[src/rtl/rdseq_pkg.sv]
// Shared types for the analog memory readout sequencer.
package rdseq_pkg;
    typedef enum logic [1:0] {
        ST_IDLE = 2'd0,
        ST_CONV = 2'd1,
        ST_WAIT = 2'd2
    } seq_state_t;
endpackage

[src/rtl/rdseq_window.sv]
// Window resolver: turns the mode and window settings into a first relative
// column, a last relative column and an empty indication. The start column
// and the last column are latched when a readout is accepted.
// Assumes VALID_COLS <= NUM_COLS and that NUM_COLS fits in COL_W+1 bits.
module rdseq_window #(
    parameter int NUM_COLS   = 128,
    parameter int VALID_COLS = 126,
    localparam int COL_W     = $clog2(NUM_COLS),
    localparam int CNT_W     = COL_W + 1
) (
    input  logic             clk,
    input  logic             rst_n,
    input  logic             load_i,
    input  logic             start_at_stop_i,
    input  logic [COL_W-1:0] stop_col_i,
    input  logic             win_en_i,
    input  logic [COL_W-1:0] win_first_i,
    input  logic [CNT_W-1:0] win_count_i,
    output logic [COL_W-1:0] first_o,
    output logic             empty_o,
    output logic [COL_W-1:0] start_col_o,
    output logic [COL_W-1:0] last_col_o
);
    localparam logic [CNT_W-1:0] VC = CNT_W'(VALID_COLS);

    logic [CNT_W-1:0] first_ext;
    logic [CNT_W-1:0] avail;
    logic [CNT_W-1:0] cnt;
    logic [COL_W-1:0] last_c;
    logic [COL_W-1:0] start_q;
    logic [COL_W-1:0] last_q;

    // Clip the requested window to the valid columns.
    always_comb begin
        first_ext = win_en_i ? {1'b0, win_first_i} : '0;
        avail     = '0;
        if (!win_en_i) begin
            cnt = VC;
        end else if (first_ext >= VC) begin
            cnt = '0;
        end else begin
            avail = VC - first_ext;
            cnt   = (win_count_i < avail) ? win_count_i : avail;
        end
        last_c = COL_W'(first_ext + cnt - CNT_W'(1));
    end

    assign first_o = first_ext[COL_W-1:0];
    assign empty_o = (cnt == '0);

    // Latch start column and last relative column on acceptance.
    always_ff @(posedge clk) begin
        if (!rst_n) begin
            start_q <= '0;
            last_q  <= '0;
        end else if (load_i) begin
            start_q <= start_at_stop_i ? stop_col_i : '0;
            last_q  <= last_c;
        end
    end

    assign start_col_o = start_q;
    assign last_col_o  = last_q;

    // a latched window never runs past the last valid column.
    p_window_fits_r7: assert property (@(posedge clk) disable iff (!rst_n)
        (load_i && !empty_o) |=> (CNT_W'(last_col_o) < VC));
endmodule

[src/rtl/rdseq_addr.sv]
// Position counters and event RAM write port. Holds the current line and
// relative column, derives the physical column with wrap-around, and
// registers one RAM write per accepted converter result.
// Assumes step_i only pulses while a conversion is pending.
module rdseq_addr #(
    parameter int NUM_COLS  = 128,
    parameter int NUM_LINES = 20,
    parameter int ADC_W     = 14,
    localparam int COL_W    = $clog2(NUM_COLS),
    localparam int CNT_W    = COL_W + 1,
    localparam int LINE_W   = $clog2(NUM_LINES),
    localparam int ADDR_W   = $clog2(NUM_COLS * NUM_LINES)
) (
    input  logic              clk,
    input  logic              rst_n,
    input  logic              load_i,
    input  logic [COL_W-1:0]  first_i,
    input  logic [COL_W-1:0]  start_col_i,
    input  logic [COL_W-1:0]  last_col_i,
    input  logic              step_i,
    input  logic [ADC_W-1:0]  adc_data_i,
    output logic [LINE_W-1:0] line_o,
    output logic [COL_W-1:0]  col_phys_o,
    output logic              last_sample_o,
    output logic              ram_we_o,
    output logic [ADDR_W-1:0] ram_addr_o,
    output logic [ADC_W-1:0]  ram_wdata_o
);
    localparam logic [LINE_W-1:0] LAST_LINE = LINE_W'(NUM_LINES - 1);

    logic [LINE_W-1:0] line_q;
    logic [COL_W-1:0]  col_q;
    logic [CNT_W-1:0]  phys_sum;
    logic [ADDR_W-1:0] addr_c;

    // Walk lines within a column, then move to the next column.
    always_ff @(posedge clk) begin
        if (!rst_n) begin
            line_q <= '0;
            col_q  <= '0;
        end else if (load_i) begin
            line_q <= '0;
            col_q  <= first_i;
        end else if (step_i) begin
            if (line_q == LAST_LINE) begin
                line_q <= '0;
                col_q  <= col_q + COL_W'(1);
            end else begin
                line_q <= line_q + LINE_W'(1);
            end
        end
    end

    // Physical column = start + relative, modulo the column count.
    always_comb begin
        phys_sum = {1'b0, start_col_i} + {1'b0, col_q};
        if (phys_sum >= CNT_W'(NUM_COLS)) begin
            phys_sum = phys_sum - CNT_W'(NUM_COLS);
        end
    end

    assign col_phys_o    = phys_sum[COL_W-1:0];
    assign line_o        = line_q;
    assign last_sample_o = (line_q == LAST_LINE) && (col_q == last_col_i);
    assign addr_c        = ADDR_W'(col_q) * ADDR_W'(NUM_LINES) + ADDR_W'(line_q);

    // Register one RAM write per accepted converter result.
    always_ff @(posedge clk) begin
        if (!rst_n) begin
            ram_we_o    <= 1'b0;
            ram_addr_o  <= '0;
            ram_wdata_o <= '0;
        end else begin
            ram_we_o <= step_i;
            if (step_i) begin
                ram_addr_o  <= addr_c;
                ram_wdata_o <= adc_data_i;
            end
        end
    end

    // every write carries the data presented with the accepted result.
    p_wdata_match_r4: assert property (@(posedge clk) disable iff (!rst_n)
        step_i |=> (ram_we_o && ram_wdata_o == $past(adc_data_i)));
    // line index stays below the line count.
    p_line_range_r3: assert property (@(posedge clk) disable iff (!rst_n)
        line_q <= LAST_LINE);
endmodule

[src/rtl/rdseq_ctrl.sv]
// Readout control FSM: accepts a stop, issues one convert strobe per sample,
// waits for the converter, and finishes with an interrupt pulse and a sticky
// done flag. Drives amplifier power-down for the whole readout.
// Assumes the converter answers every strobe with exactly one valid.
module rdseq_ctrl
    import rdseq_pkg::*;
(
    input  logic clk,
    input  logic rst_n,
    input  logic stop_evt_i,
    input  logic empty_i,
    input  logic adc_valid_i,
    input  logic last_sample_i,
    input  logic done_clr_i,
    output logic load_o,
    output logic step_o,
    output logic adc_conv_o,
    output logic amp_pd_o,
    output logic irq_o,
    output logic done_o,
    output logic acq_en_o
);
    seq_state_t state_q;
    logic       finish;

    assign acq_en_o   = (state_q == ST_IDLE) && !done_o;
    assign load_o     = acq_en_o && stop_evt_i;
    assign step_o     = (state_q == ST_WAIT) && adc_valid_i;
    assign adc_conv_o = (state_q == ST_CONV);
    assign finish     = (load_o && empty_i) || (step_o && last_sample_i);

    // Sequence state: idle, strobe, wait for the converter.
    always_ff @(posedge clk) begin
        if (!rst_n) begin
            state_q <= ST_IDLE;
        end else begin
            case (state_q)
                ST_IDLE: if (load_o && !empty_i) state_q <= ST_CONV;
                ST_CONV: state_q <= ST_WAIT;
                ST_WAIT: if (step_o) state_q <= last_sample_i ? ST_IDLE : ST_CONV;
                default: state_q <= ST_IDLE;
            endcase
        end
    end

    // Amplifier power-down spans the non-empty readout.
    always_ff @(posedge clk) begin
        if (!rst_n) begin
            amp_pd_o <= 1'b0;
        end else if (load_o && !empty_i) begin
            amp_pd_o <= 1'b1;
        end else if (finish) begin
            amp_pd_o <= 1'b0;
        end
    end

    // Completion pulse and sticky flag; finishing wins over clearing.
    always_ff @(posedge clk) begin
        if (!rst_n) begin
            irq_o  <= 1'b0;
            done_o <= 1'b0;
        end else begin
            irq_o <= finish;
            if (finish) begin
                done_o <= 1'b1;
            end else if (done_clr_i) begin
                done_o <= 1'b0;
            end
        end
    end

    // interrupt lasts one cycle.
    p_irq_pulse_r9: assert property (@(posedge clk) disable iff (!rst_n)
        irq_o |=> !irq_o);
    // interrupt only alongside the done flag.
    p_irq_with_done_r9: assert property (@(posedge clk) disable iff (!rst_n)
        irq_o |-> done_o);
    // converter strobes only while amplifiers are powered down.
    p_pd_during_conv_r8: assert property (@(posedge clk) disable iff (!rst_n)
        adc_conv_o |-> amp_pd_o);
    // done holds until the host clears it.
    p_done_hold_r10: assert property (@(posedge clk) disable iff (!rst_n)
        (done_o && !done_clr_i) |=> done_o);
    // acquisition blocked while done is pending.
    p_acq_blocked_r10: assert property (@(posedge clk) disable iff (!rst_n)
        done_o |-> !acq_en_o);
    // one strobe per conversion.
    p_conv_single_r3: assert property (@(posedge clk) disable iff (!rst_n)
        adc_conv_o |=> !adc_conv_o);
endmodule

[src/rtl/amem_readout_seq.sv]
// Analog memory readout sequencer top: ties the window resolver, the
// position counters with RAM write port, and the control FSM together.
// Assumes one converter result per strobe and an event RAM that accepts a
// write every cycle.
module amem_readout_seq #(
    parameter int NUM_COLS   = 128,
    parameter int NUM_LINES  = 20,
    parameter int VALID_COLS = 126,
    parameter int ADC_W      = 14,
    localparam int COL_W     = $clog2(NUM_COLS),
    localparam int CNT_W     = COL_W + 1,
    localparam int LINE_W    = $clog2(NUM_LINES),
    localparam int ADDR_W    = $clog2(NUM_COLS * NUM_LINES)
) (
    input  logic              clk,
    input  logic              rst_n,
    input  logic              stop_evt,
    input  logic [COL_W-1:0]  stop_col,
    input  logic              start_at_stop,
    input  logic              win_en,
    input  logic [COL_W-1:0]  win_first,
    input  logic [CNT_W-1:0]  win_count,
    input  logic              done_clr,
    input  logic [ADC_W-1:0]  adc_data,
    input  logic              adc_valid,
    output logic [LINE_W-1:0] mux_sel,
    output logic [COL_W-1:0]  rd_col,
    output logic              adc_conv,
    output logic              amp_pd,
    output logic              ram_we,
    output logic [ADDR_W-1:0] ram_addr,
    output logic [ADC_W-1:0]  ram_wdata,
    output logic              irq,
    output logic              done_flag,
    output logic              acq_en
);
    logic             load;
    logic             step;
    logic             empty;
    logic             last_sample;
    logic [COL_W-1:0] first_rel;
    logic [COL_W-1:0] start_col;
    logic [COL_W-1:0] last_rel;

    rdseq_window #(
        .NUM_COLS   (NUM_COLS),
        .VALID_COLS (VALID_COLS)
    ) u_window (
        .clk             (clk),
        .rst_n           (rst_n),
        .load_i          (load),
        .start_at_stop_i (start_at_stop),
        .stop_col_i      (stop_col),
        .win_en_i        (win_en),
        .win_first_i     (win_first),
        .win_count_i     (win_count),
        .first_o         (first_rel),
        .empty_o         (empty),
        .start_col_o     (start_col),
        .last_col_o      (last_rel)
    );

    rdseq_addr #(
        .NUM_COLS  (NUM_COLS),
        .NUM_LINES (NUM_LINES),
        .ADC_W     (ADC_W)
    ) u_addr (
        .clk           (clk),
        .rst_n         (rst_n),
        .load_i        (load),
        .first_i       (first_rel),
        .start_col_i   (start_col),
        .last_col_i    (last_rel),
        .step_i        (step),
        .adc_data_i    (adc_data),
        .line_o        (mux_sel),
        .col_phys_o    (rd_col),
        .last_sample_o (last_sample),
        .ram_we_o      (ram_we),
        .ram_addr_o    (ram_addr),
        .ram_wdata_o   (ram_wdata)
    );

    rdseq_ctrl u_ctrl (
        .clk           (clk),
        .rst_n         (rst_n),
        .stop_evt_i    (stop_evt),
        .empty_i       (empty),
        .adc_valid_i   (adc_valid),
        .last_sample_i (last_sample),
        .done_clr_i    (done_clr),
        .load_o        (load),
        .step_o        (step),
        .adc_conv_o    (adc_conv),
        .amp_pd_o      (amp_pd),
        .irq_o         (irq),
        .done_o        (done_flag),
        .acq_en_o      (acq_en)
    );

    // selection held between a strobe and the next cycle.
    p_mux_hold_r3: assert property (@(posedge clk) disable iff (!rst_n)
        adc_conv |=> ($stable(mux_sel) && $stable(rd_col)));
    // a RAM write always follows a converter valid.
    p_we_needs_valid_r11: assert property (@(posedge clk) disable iff (!rst_n)
        ram_we |-> $past(adc_valid));
    // amplifiers released when done rises.
    p_pd_release_r8: assert property (@(posedge clk) disable iff (!rst_n)
        $rose(done_flag) |-> !amp_pd);
endmodule

[config.mk]
export PLATFORM = sky130hd
export DESIGN_NAME = amem_readout_seq
export DESIGN_NICKNAME = d
export VERILOG_FILES = /design/src/rtl/rdseq_pkg.sv /design/src/rtl/rdseq_window.sv /design/src/rtl/rdseq_addr.sv /design/src/rtl/rdseq_ctrl.sv /design/src/rtl/amem_readout_seq.sv
export SDC_FILE = /design/constraint.sdc
export NUM_CORES = 1
export LEC_CHECK = 0
export ABC_CLOCK_PERIOD_IN_PS = 12500
export BUFFER_PORTS_ARGS = -buffer_cell sky130_fd_sc_hd__buf_2
export CORE_ASPECT_RATIO = 1.25
export CORE_UTILIZATION = 55
export CTS_BUF_LIST = sky130_fd_sc_hd__clkbuf_4 sky130_fd_sc_hd__clkbuf_8
export CTS_CLUSTER_SIZE = 20
export DETAILED_ROUTE_END_ITERATION = 8
export PLACE_DENSITY = 0.85
export SLEW_MARGIN = 20
export SYNTH_ARGS = -nofsm -noshare
export SYNTH_HDL_FRONTEND = slang
export SYNTH_SLANG_ARGS = --single-unit
[constraint.sdc]
create_clock -name clk -period 12.5 [get_ports clk]
set_input_delay 2.5 -clock clk [delete_from_list [all_inputs] [get_ports clk]]
set_output_delay 2.5 -clock clk [all_outputs]
set_load 0.005 [all_outputs]
==> flow_summary.ini, run 1 <==
[global_routing]
grt-ovfl-total = 0
grt_pass1_wl_mm = 15.0
antenna_found_initial = 0
grt_start_max_net_pins = 36
grt_use_total = 0.258
grt_pass1_vias = 3482

[sta]
relSlewSlack = 0.369
max_clock_freq_mhz = 155
period_minus_slack_ps = 6430
min_period_over_period = 0.515
slew_viol_final = 0
final.setup.tns_ps = 0
skew_ps = 9.91
finalHoldViolCount = 0
worstMarginPinSlew_ps = 944
setup_viol = 0
rsz0062_at_grt = no

[detailed_routing]
wl_per_cell_um = 14.0
drt_iter0_drc = 122
first_pass_iters = 4
wl_mm = 9.06
via_per_inst = 5.66
via_count = 3668
route.detailed.drc = 0
ant_nets = 0

[critical_path]
cp.required_ps = 12750
cp.arrival_ps = 6680
cp-startpoint = win_en
slowest_delay_ps = 440
worst-r2r-cell-count = 9
crit_path_top_delay_cell = nor3_2
startpoint_type = input pin
criticalPathCategory = in -> reg
critical_path.max_fanout = 26
end_kind = flop
rr_endpoint = u_addr.ram_addr_o[10]
cp_cell_sequence = buf_2 > nand4_1 > nor3_2 > nand2_1 > ha_1 > a211oi_1 > o21ai_2 > a21oi_4 > mux2i_1 > mux2i_1 > and2_1 > ha_1 > nand2_1 > o211ai_1 > a21oi_1 > xor2_1 > or3_1 > o211ai_1
ff2ff_setup_slack_ps = 9850
r2r_start = u_addr.col_q[1]

[cells_and_area]
final_cells = 648
drive_gt1_frac = 0.200
diodes = 0
register_area_um2 = 1160
layout_common_cells = 86 x buf_2, 78 x nand2_1, 58 x dfxtp_1
syn_to_final_growth_pct = 15.8
multi_input_area_um2 = 2470
fillers = 551
nets = 640
layout_commonest_cell = buf_2

[pwr]
seqPwrFrac = 0.435
switchingPower_mw = 0.142
p_int_mw = 0.329
vdd_ir_drop_max_v = 0.0000668
leakage_nw = 2.05
swShare = 0.302
powerDensity_nw_per_um2 = 105
pwr-share-clk = 0.319
share_comb_of_total_power = 0.246

[placement]
dpl.hpwl_mm = 6.82
portBuffers = 86
gp_congestion = 0.908
placed_cells = 633

[synthesis]
synth_top_cell_area_share = 0.301
ys.flop_type = dfxtp_1
syn_area_um2 = 3860
yosysWarnings = 0
ys_ff_latch = 58
synth_area_leaders = dfxtp_1 30%, ha_1 12%, nand2_1 7.6%
syn_avg_cell_area_um2 = 7.97
ys_async_sr_fraction = 0
syn_inst = 485
synth.largest_area_cell = dfxtp_1
seq_area_frac_synth = 0.301
ys_types = 56
synth_nets = 568
synth-edff-count = 0

[cts]
cts_inserted_buffers = 9
h-tree-depth = 3
post_cts_resized = 0
cts_max_path_buffers = 2
cts_setup_buffers = 0
clock_sinks = 58
root_buffer = clkbuf_8
cts_tree = built
cts_hold_buf = 0
clock_latency_ps = 330
cts.clk_slew.worst_paths_ps = 60

[die]
chipHeight_um = 95.7
num_rows = 33
core_area_um2 = 6690
io_pins = 87
die-area_um2 = 7370
initial_core_util = 0.578
die_x_um = 77.0

[min_path]
hp-class = reg -> reg
min_to = u_addr.ram_wdata_o[0]
worstHoldStart = u_addr.ram_wdata_o[0]
whs_path_depth = 2

[run_status]
status = completed

[flow_run]
drv_cap = 0
==> metrics by stage <==
step / setup slack [ps] / area (µm²) / power (mW) / util / hold WS, ps
3_5_place_dp: 5750 / 4300 / 0.323 / 0.643 / 445
2_1_floorplan: 6330 / 3860 / 0.290 / - / 436
5_1_grt: 5710 / 4470 / 0.500 / 0.669 / 472
4_1_cts: 6080 / 4470 / 0.473 / 0.669 / 454
6_report: 6070 / 4470 / 0.471 / 0.669 / 452
3_3_place_gp: 6030 / 4300 / 0.318 / 0.643 / 438
==> synthesized netlist by cell type (12+ instances only) <==
library cell   n
nand2_1       78
a21oi_1       52
nand3_1       12
o21ai_0       13
xnor2_1       22
nor2_1        26
xor2_1        15
ha_1          36
a211oi_1      12
inv_1         28
dfxtp_1       58
clkbuf_1      18
==> state kept, by name, summed over array words and instances, names as in the netlist <==
register	cells
u_ctrl.amp_pd_o	1
u_addr.ram_addr_o	12
u_ctrl.state_q	2
u_addr.col_q	7
u_addr.ram_wdata_o	14
u_addr.line_o	5
u_window.last_col_o	7
u_window.start_col_o	7
u_addr.ram_we_o	1
u_ctrl.irq_o	1
u_ctrl.done_o	1
==> power groups by stage <==
stage | clock, mW | combinational, mW | sequential, mW
after floorplan | 0 | 0.0844 | 0.205
after global placement | 0 | 0.110 | 0.208
after detailed placement | 0 | 0.115 | 0.208
after CTS | 0.152 | 0.116 | 0.205
after global routing | 0.164 | 0.130 | 0.206
final | 0.150 | 0.116 | 0.205
==> cell families (layout without fill, tap and decap cells) <==
group                    after synthesis  count (layout)  synth area share
buffers and inverters                 57             133            0.0606
AND/OR/NAND/NOR                      177             177             0.223
XOR/XNOR                              37              37            0.0839
multiplexers                           7               7            0.0188
AO/OA/AOI/OAI                        109             109             0.176
adder cells (fa/ha/maj)               40              40             0.137
flip-flops                            58              58             0.301
==> worst max-delay path by stage <==
| stage | end | slack [ps] | cells after the start |
|---|---|---|---|
| 3_3_place_gp | u_window.last_col_o[6] | 6030 | 19 |
| 4_1_cts | u_window.last_col_o[6] | 6080 | 18 |
| 2_1_floorplan | u_window.last_col_o[6] | 6330 | 21 |
| 5_1_grt | u_window.last_col_o[6] | 5710 | 18 |
| 6_report | u_window.last_col_o[6] | 6070 | 18 |
| 3_5_place_dp | u_window.last_col_o[6] | 5750 | 18 |
==> layout make-up <==
| type | count | share of cell area |
|---|---|---|
| clock buffers | 12 | 0.0355 |
| well taps | 87 | 0.0243 |
| inverters | 29 | 0.0243 |
| repair buffers | 89 | 0.101 |
| clock inverters | 3 | 0.00336 |
| multi-input cells | 370 | 0.552 |
| flip-flops and latches | 58 | 0.260 |
==> metal layers <==
layer / wire length (µm) / up-vias / global-route usage
met5: 0 / - / 0
met4: 315 / 0 / 0.168
met3: 399 / 33 / 0.0578
met2: 4530 / 119 / 0.461
met1: 3810 / 1694 / 0.277
li1: - / 1822 / -
==> worst max-delay path, delay by kind of cell <==
family                   cells  cell delay (ps)
multiplexers                 2              530
XOR/XNOR                     1              170
AO/OA/AOI/OAI                6             1250
buffers and inverters        1              330
adder cells (fa/ha/maj)      2              550
AND/OR/NAND/NOR              6             1340
Note: power is estimated with default switching activity, not from simulation.
==> run 2, diff against run 1 <==
- ABC_AREA: default -> 1
- ABC_CLOCK_PERIOD_IN_PS: 12500 -> 5260
- CORE_UTILIZATION: 55 -> 51
- PLACE_DENSITY: 0.85 -> 0.83
- clock period: 12.5 -> 5.26 ns (I/O delays scaled with it)
==> run 2 against run 1 <==
  * Final cell count rose by 8.3%
  * Design area is 2.4% higher
  * Sequential share of layout area shrank 0.60 points
  * Clock-buffer cell count decreased by 2
  * Area after synthesis grew 1.5%
  * Utilization is 5.0 points lower
  * Non-clock buffer count down 2
  * Worst setup slack worse by 5500 ps
  * Wire length rose by 3.1%
  * Hold slack better by 19 ps
  * Die area up 9.2%
  * Flip-flop and latch count unchanged
==> flow_summary.ini, run 2 <==
[run_status]
status = completed

[synthesis]
ys_async_sr_fraction = 0
synth_area_leaders = dfxtp_1 30%, ha_1 11%, nand2_1 6.6%
synth_xor_area_frac = 0.0801
ys_top_cells_by_count = 69 x nand2_1, 67 x inv_1, 58 x dfxtp_1
ys_types = 41
synth_nets = 608
synth_mux_area_frac = 0
seq_area_frac_synth = 0.296
syn_inst = 525
synth_top_family_by_area = simple AND/OR/NAND/NOR gates
synth-edff-count = 0
synth_fa_ha_area_frac = 0.135
synth.largest_area_cell = dfxtp_1
synth_compound_area_frac = 0.136
syn_avg_cell_area_um2 = 7.47
ys_ff_latch = 58
synth_top_cell_area_share = 0.296
syn_area_um2 = 3920
synth-simple-area-share = 0.259
ys.flop_type = dfxtp_1
yosysMostFrequentCell = nand2_1
yosysWarnings = 0

[cells_and_area]
layout_common_cells = 86 x buf_2, 69 x nand2_1, 67 x inv_1
syn_to_final_growth_pct = 16.8
final_cells = 702
layout_commonest_cell = buf_2
largest_reg_flops = 14
fin_area_um2 = 4580
nets = 688
largest-register = u_addr.ram_wdata_o
drive_gt1_frac = 0.208
top_regs = u_addr.ram_wdata_o: 14 flops, u_addr.ram_addr_o: 12 flops
diodes = 0

[critical_path]
r2r_start = u_addr.col_q[3]
slowest_delay_ps = 350
cp-startpoint = win_en
rr_endpoint = u_addr.ram_addr_o[10]
cp_common_cell = nand2_1
critical_path.max_fanout = 19
cp.required_ps = 5500
path_depth = 27
timing.critical_path.buf_inv = 2
worst-r2r-cell-count = 13
cp.arrival_ps = 4980
startpoint_type = input pin
crit_family = simple AND/OR/NAND/NOR gates
crit_end = u_window.last_col_o[6]
criticalPathCategory = in -> reg
ff2ff_setup_slack_ps = 2700
end_kind = flop
crit_path_top_delay_cell = ha_1

[pwr]
switchingPower_mw = 0.435
leakage_nw = 2.41
p_int_mw = 0.859
vdd_ir_drop_max_v = 0.000189
powerDensity_nw_per_um2 = 283
pwr-share-clk = 0.320
seqPwrFrac = 0.403
share_comb_of_total_power = 0.277
swShare = 0.336

[cts]
h-tree-depth = 3
clock_sinks = 58
post_cts_resized = 0
cts_hold_buf = 0
root_buffer = clkbuf_8
clock_latency_ps = 330
cts_setup_buffers = 0
cts_inserted_buffers = 9
cts.clk_slew.worst_paths_ps = 70
cts_max_path_buffers = 2
cts_tree = built

[global_routing]
antenna_found_initial = 0
grt_use_total = 0.246
grt_pass1_vias = 3603
grt-ovfl-total = 0
grt_start_max_net_pins = 45
grt_pass1_wl_mm = 15.7

[detailed_routing]
drt_iter0_drc = 157
ant_nets = 0
via_count = 3689
route.detailed.drc = 0
first_pass_iters = 6
wl_mm = 9.34
via_per_inst = 5.25
wl_per_cell_um = 13.3

[sta]
finalHoldViolCount = 0
setup_ws_ps = 518
rsz0062_at_grt = no
final.setup.tns_ps = 0
min_period_over_period = 0.902
skew_ps = 5.86
max_clock_freq_mhz = 211
slew_viol_final = 0
period_minus_slack_ps = 4740
setup_viol = 0
worstMarginPinSlew_ps = 701
relSlewSlack = 0.533

[die]
core_area_um2 = 7400
num_rows = 35
initial_core_util = 0.530
chipHeight_um = 100
die_x_um = 80.4
io_pins = 87
die-area_um2 = 8050

[min_path]
hp-class = reg -> reg
whs_path_depth = 2

[placement]
place_ws_ps = 176
gp_congestion = 0.885
dpl.hpwl_mm = 7.25
dpl-instance-area_um2 = 4380
portBuffers = 86
placed_cells = 686

[flow_run]
drv_cap = 0
-- run 2: cell count changes in the layout (fill, tap and decap cells not counted), moves of 5 or more --
cell	change
o21ai_0	+31
and2_1	-8
xnor2_1	-9
nor2_1	+30
a21oi_1	-29
nor2b_1	-8
mux2i_1	-5
inv_1	+39
a211oi_1	-10
xor2_1	+6
a31oi_1	+5
nand4b_1	-5
nand2_1	-9
nand3_1	+33
-- run 2: cell families (layout without fill, tap and decap cells) --
logic type,after synthesis,after routing
buffers and inverters,90,175
AO/OA/AOI/OAI,94,94
flip-flops,58,58
XOR/XNOR,35,35
adder cells (fa/ha/maj),40,40
AND/OR/NAND/NOR,208,208
-- run 2: through the flow --
step            util  hold WS [ps]  power (mW)
4_1_cts        0.619           473        1.30
3_5_place_dp   0.592           462       0.884
5_1_grt        0.619           499        1.38
6_report       0.619           472        1.29
3_3_place_gp   0.592           450       0.869
2_1_floorplan      -           454       0.773
-- run 2: cell type report --
cell class,count,area (µm²)
fillers,672,2820
inverters,72,270
flip-flops and latches,58,1160
clock inverters,6,65.1
multi-input cells,377,2390
clock buffers,10,138
well taps,92,115
repair buffers,87,438
-- run 2: worst min path at each step --
stage | endpoint | from | slack (ps)
6_report | u_addr.ram_addr_o[0] | u_addr.ram_addr_o[0] | 470
5_1_grt | u_addr.ram_addr_o[0] | u_addr.ram_addr_o[0] | 500
4_1_cts | u_addr.ram_addr_o[0] | u_addr.ram_addr_o[0] | 470
3_5_place_dp | u_addr.ram_addr_o[0] | u_addr.ram_addr_o[0] | 460
3_3_place_gp | u_addr.ram_addr_o[0] | u_addr.ram_addr_o[0] | 450
2_1_floorplan | u_window.start_col_o[0] | u_window.start_col_o[0] | 450
-- run 2: tightest hold or removal path, delay by kind of cell, from the launching register on --
kind               cells  cell delay, ps
DFF                    1             310
and+or+nand+nor        1              60
AOI/OAI and AO/OA      1              50
-- run 2: power groups by stage --
stage | combinational (mW) | clock, mW | sequential (mW)
detailed placement | 0.354 | 0 | 0.530
CTS | 0.359 | 0.420 | 0.521
global route | 0.406 | 0.444 | 0.527
global placement | 0.340 | 0 | 0.529
floorplan | 0.252 | 0 | 0.521
finish | 0.358 | 0.415 | 0.521
-- run 2: layer usage --
metal	routed length, µm	part of all wire	vias to the layer above	track usage
li1	-	-	1899	-
met1	3770	0.40	1680	0.268
met2	4970	0.53	96	0.464
met3	403	0.043	14	0.0473
met4	191	0.020	0	0.0865
met5	0	0	-	0
==> run 3, diff against run 2 <==
--- a/config.mk
+++ b/config.mk
@@ -13,2 +13,3 @@
 export CTS_BUF_LIST = sky130_fd_sc_hd__clkbuf_4 sky130_fd_sc_hd__clkbuf_8
+export CTS_CLUSTER_DIAMETER = 80
 export CTS_CLUSTER_SIZE = 20
@@ -16,2 +17,3 @@
 export PLACE_DENSITY = 0.83
+export REMOVE_ABC_BUFFERS = 1
 export SLEW_MARGIN = 20
==> constraint.sdc (replaced) <==
create_clock -name clk -period 5.26 [get_ports clk]
set_input_delay 0.526 -clock clk [delete_from_list [all_inputs] [get_ports clk]]
set_output_delay 0.526 -clock clk [all_outputs]
set_load 0.005 [all_outputs]
==> run 3 against run 2 <==
  * Combinational power is essentially flat
  * Via count grew 2.2%
  * Total power grew 2.5%
  * Fmax grew 12%
  * Worst setup slack gained 510 ps
  * Non-clock buffer count grew 1
  * Hold slack lost 64 ps
==> flow_summary.ini, run 3 (synthesis gave the netlist of run 2 again) <==
[cells_and_area]
largest_reg_flops = 14
drive_gt1_frac = 0.209
largest-register = u_addr.ram_wdata_o
fin_area_um2 = 4600
top_regs = u_addr.ram_wdata_o: 14 flops, u_addr.ram_addr_o: 12 flops
layout_common_cells = 86 x buf_2, 69 x nand2_1, 67 x inv_1
layout_commonest_cell = buf_2
fillers = 662
diodes = 0
register_area_um2 = 1160
multi_input_area_um2 = 2390
nets = 689
syn_to_final_growth_pct = 17.4

[die]
die_x_um = 80.4
chipHeight_um = 100
core_area_um2 = 7400
io_pins = 87
initial_core_util = 0.530
num_rows = 35
die-area_um2 = 8050

[critical_path]
timing.critical_path.buf_inv = 5
worst-r2r-cell-count = 13
r2r_start = u_addr.col_q[3]
critical_path.max_fanout = 19
slowest_delay_ps = 370
crit_path_top_delay_cell = nor3_4
cp.arrival_ps = 4470
startpoint_type = input pin
end_kind = flop
cp-startpoint = win_en
cp_common_cell = nand2_1
criticalPathCategory = in -> reg
path_depth = 27
cp.required_ps = 5500
crit_family = simple AND/OR/NAND/NOR gates

[sta]
min_period_over_period = 0.804
relSlewSlack = 0.515
skew_ps = 5.29
worstMarginPinSlew_ps = 725
setup_viol = 0
hold_ws_ps = 408
period_minus_slack_ps = 4230
slew_viol_final = 0
max_clock_freq_mhz = 237
finalHoldViolCount = 0
final.setup.tns_ps = 0
rsz0062_at_grt = no

[run_status]
status = completed

[pwr]
power_mw = 1.33
share_comb_of_total_power = 0.270
seqPwrFrac = 0.393
swShare = 0.327
powerDensity_nw_per_um2 = 288
leakage_nw = 2.42
pwr-share-clk = 0.338
vdd_ir_drop_max_v = 0.000168
switchingPower_mw = 0.433
p_int_mw = 0.893

[detailed_routing]
drt_iter0_drc = 127
first_pass_iters = 4
wl_per_cell_um = 13.3
ant_nets = 0
via_count = 3769
wl_mm = 9.33
route.detailed.drc = 0
via_per_inst = 5.36

[cts]
clock_sinks = 58
cts_hold_buf = 0
cts_tree = built
root_buffer = clkbuf_8
post_cts_resized = 0
cts_inserted_buffers = 9
h-tree-depth = 3
cts_max_path_buffers = 2
cts.clk_slew.worst_paths_ps = 70
cts_setup_buffers = 0
clock_latency_ps = 340

[global_routing]
grt_start_max_net_pins = 45
grt_pass1_wl_mm = 15.9
antenna_found_initial = 0
grt_use_total = 0.250
grt-ovfl-total = 0
grt_pass1_vias = 3642

[flow_run]
drv_cap = 0

[placement]
gp_congestion = 0.919
dpl-instance-area_um2 = 4390
dpl.hpwl_mm = 7.23
portBuffers = 86

[min_path]
worstHoldStart = adc_data[8]
hp-class = in -> reg
whs_path_depth = 3
-- run 3: cell count changes in the layout (fill, tap and decap cells not counted) --
cell | previous run | this run
buf_4 | 1 | 2
bufinv_16 | 1 | 2
clkbuf_8 | 10 | 9
clkinvlp_4 | 1 | 2
inv_6 | 1 | 0
-- run 3: final timing paths --
path                       endpoint  slack (ps)
min reg2reg    u_addr.ram_addr_o[0]         460
max          u_window.last_col_o[6]        1030
max reg2reg   u_addr.ram_addr_o[10]        2640
min           u_addr.ram_wdata_o[8]         410
-- run 3: worst reg2reg max path, stage by stage (launching register included) --
cell	delay [ps]
dfxtp_1	550
ha_1	310
ha_1	210
inv_1	80
fa_1	210
inv_1	50
a21oi_1	140
nor2_1	60
nor2_1	150
xor2_1	290
nor3_1	100
xor2_1	180
o21bai_1	130
inv_1	50
-- run 3: stage by stage --
| stage | worst slack (ps) | util | instances |
|---|---|---|---|
| after floorplan | 1480 | - | 507 |
| after global placement | 914 | 0.593 | 687 |
| after detailed placement | 690 | 0.593 | 687 |
| after CTS | 1040 | 0.622 | 703 |
| after global routing | 492 | 0.622 | 703 |
| final | 1030 | 0.622 | 703 |
-- run 3: layout make-up --
| class | count | share of cell area |
|---|---|---|
| clock inverters | 7 | 0.0204 |
| well taps | 92 | 0.0250 |
| clock buffers | 9 | 0.0269 |
| repair buffers | 88 | 0.0968 |
| flip-flops and latches | 58 | 0.252 |
| multi-input cells | 377 | 0.520 |
| inverters | 72 | 0.0587 |
-- run 3: metal layers --
| layer | GRT usage | share of wire | wire length (µm) |
|---|---|---|---|
| met3 | 0.0436 | 0.055 | 512 |
| met1 | 0.278 | 0.41 | 3800 |
| met5 | 0 | 0 | 0 |
| met4 | 0.136 | 0.035 | 329 |
| met2 | 0.445 | 0.50 | 4680 |
-- run 3: power groups by stage --
stage,Clock [mW],Combinational [mW],Sequential (mW)
finish,0.448,0.358,0.521
global route,0.476,0.407,0.527
CTS,0.456,0.359,0.521
detailed placement,0,0.355,0.531
global placement,0,0.342,0.529
floorplan,0,0.238,0.522
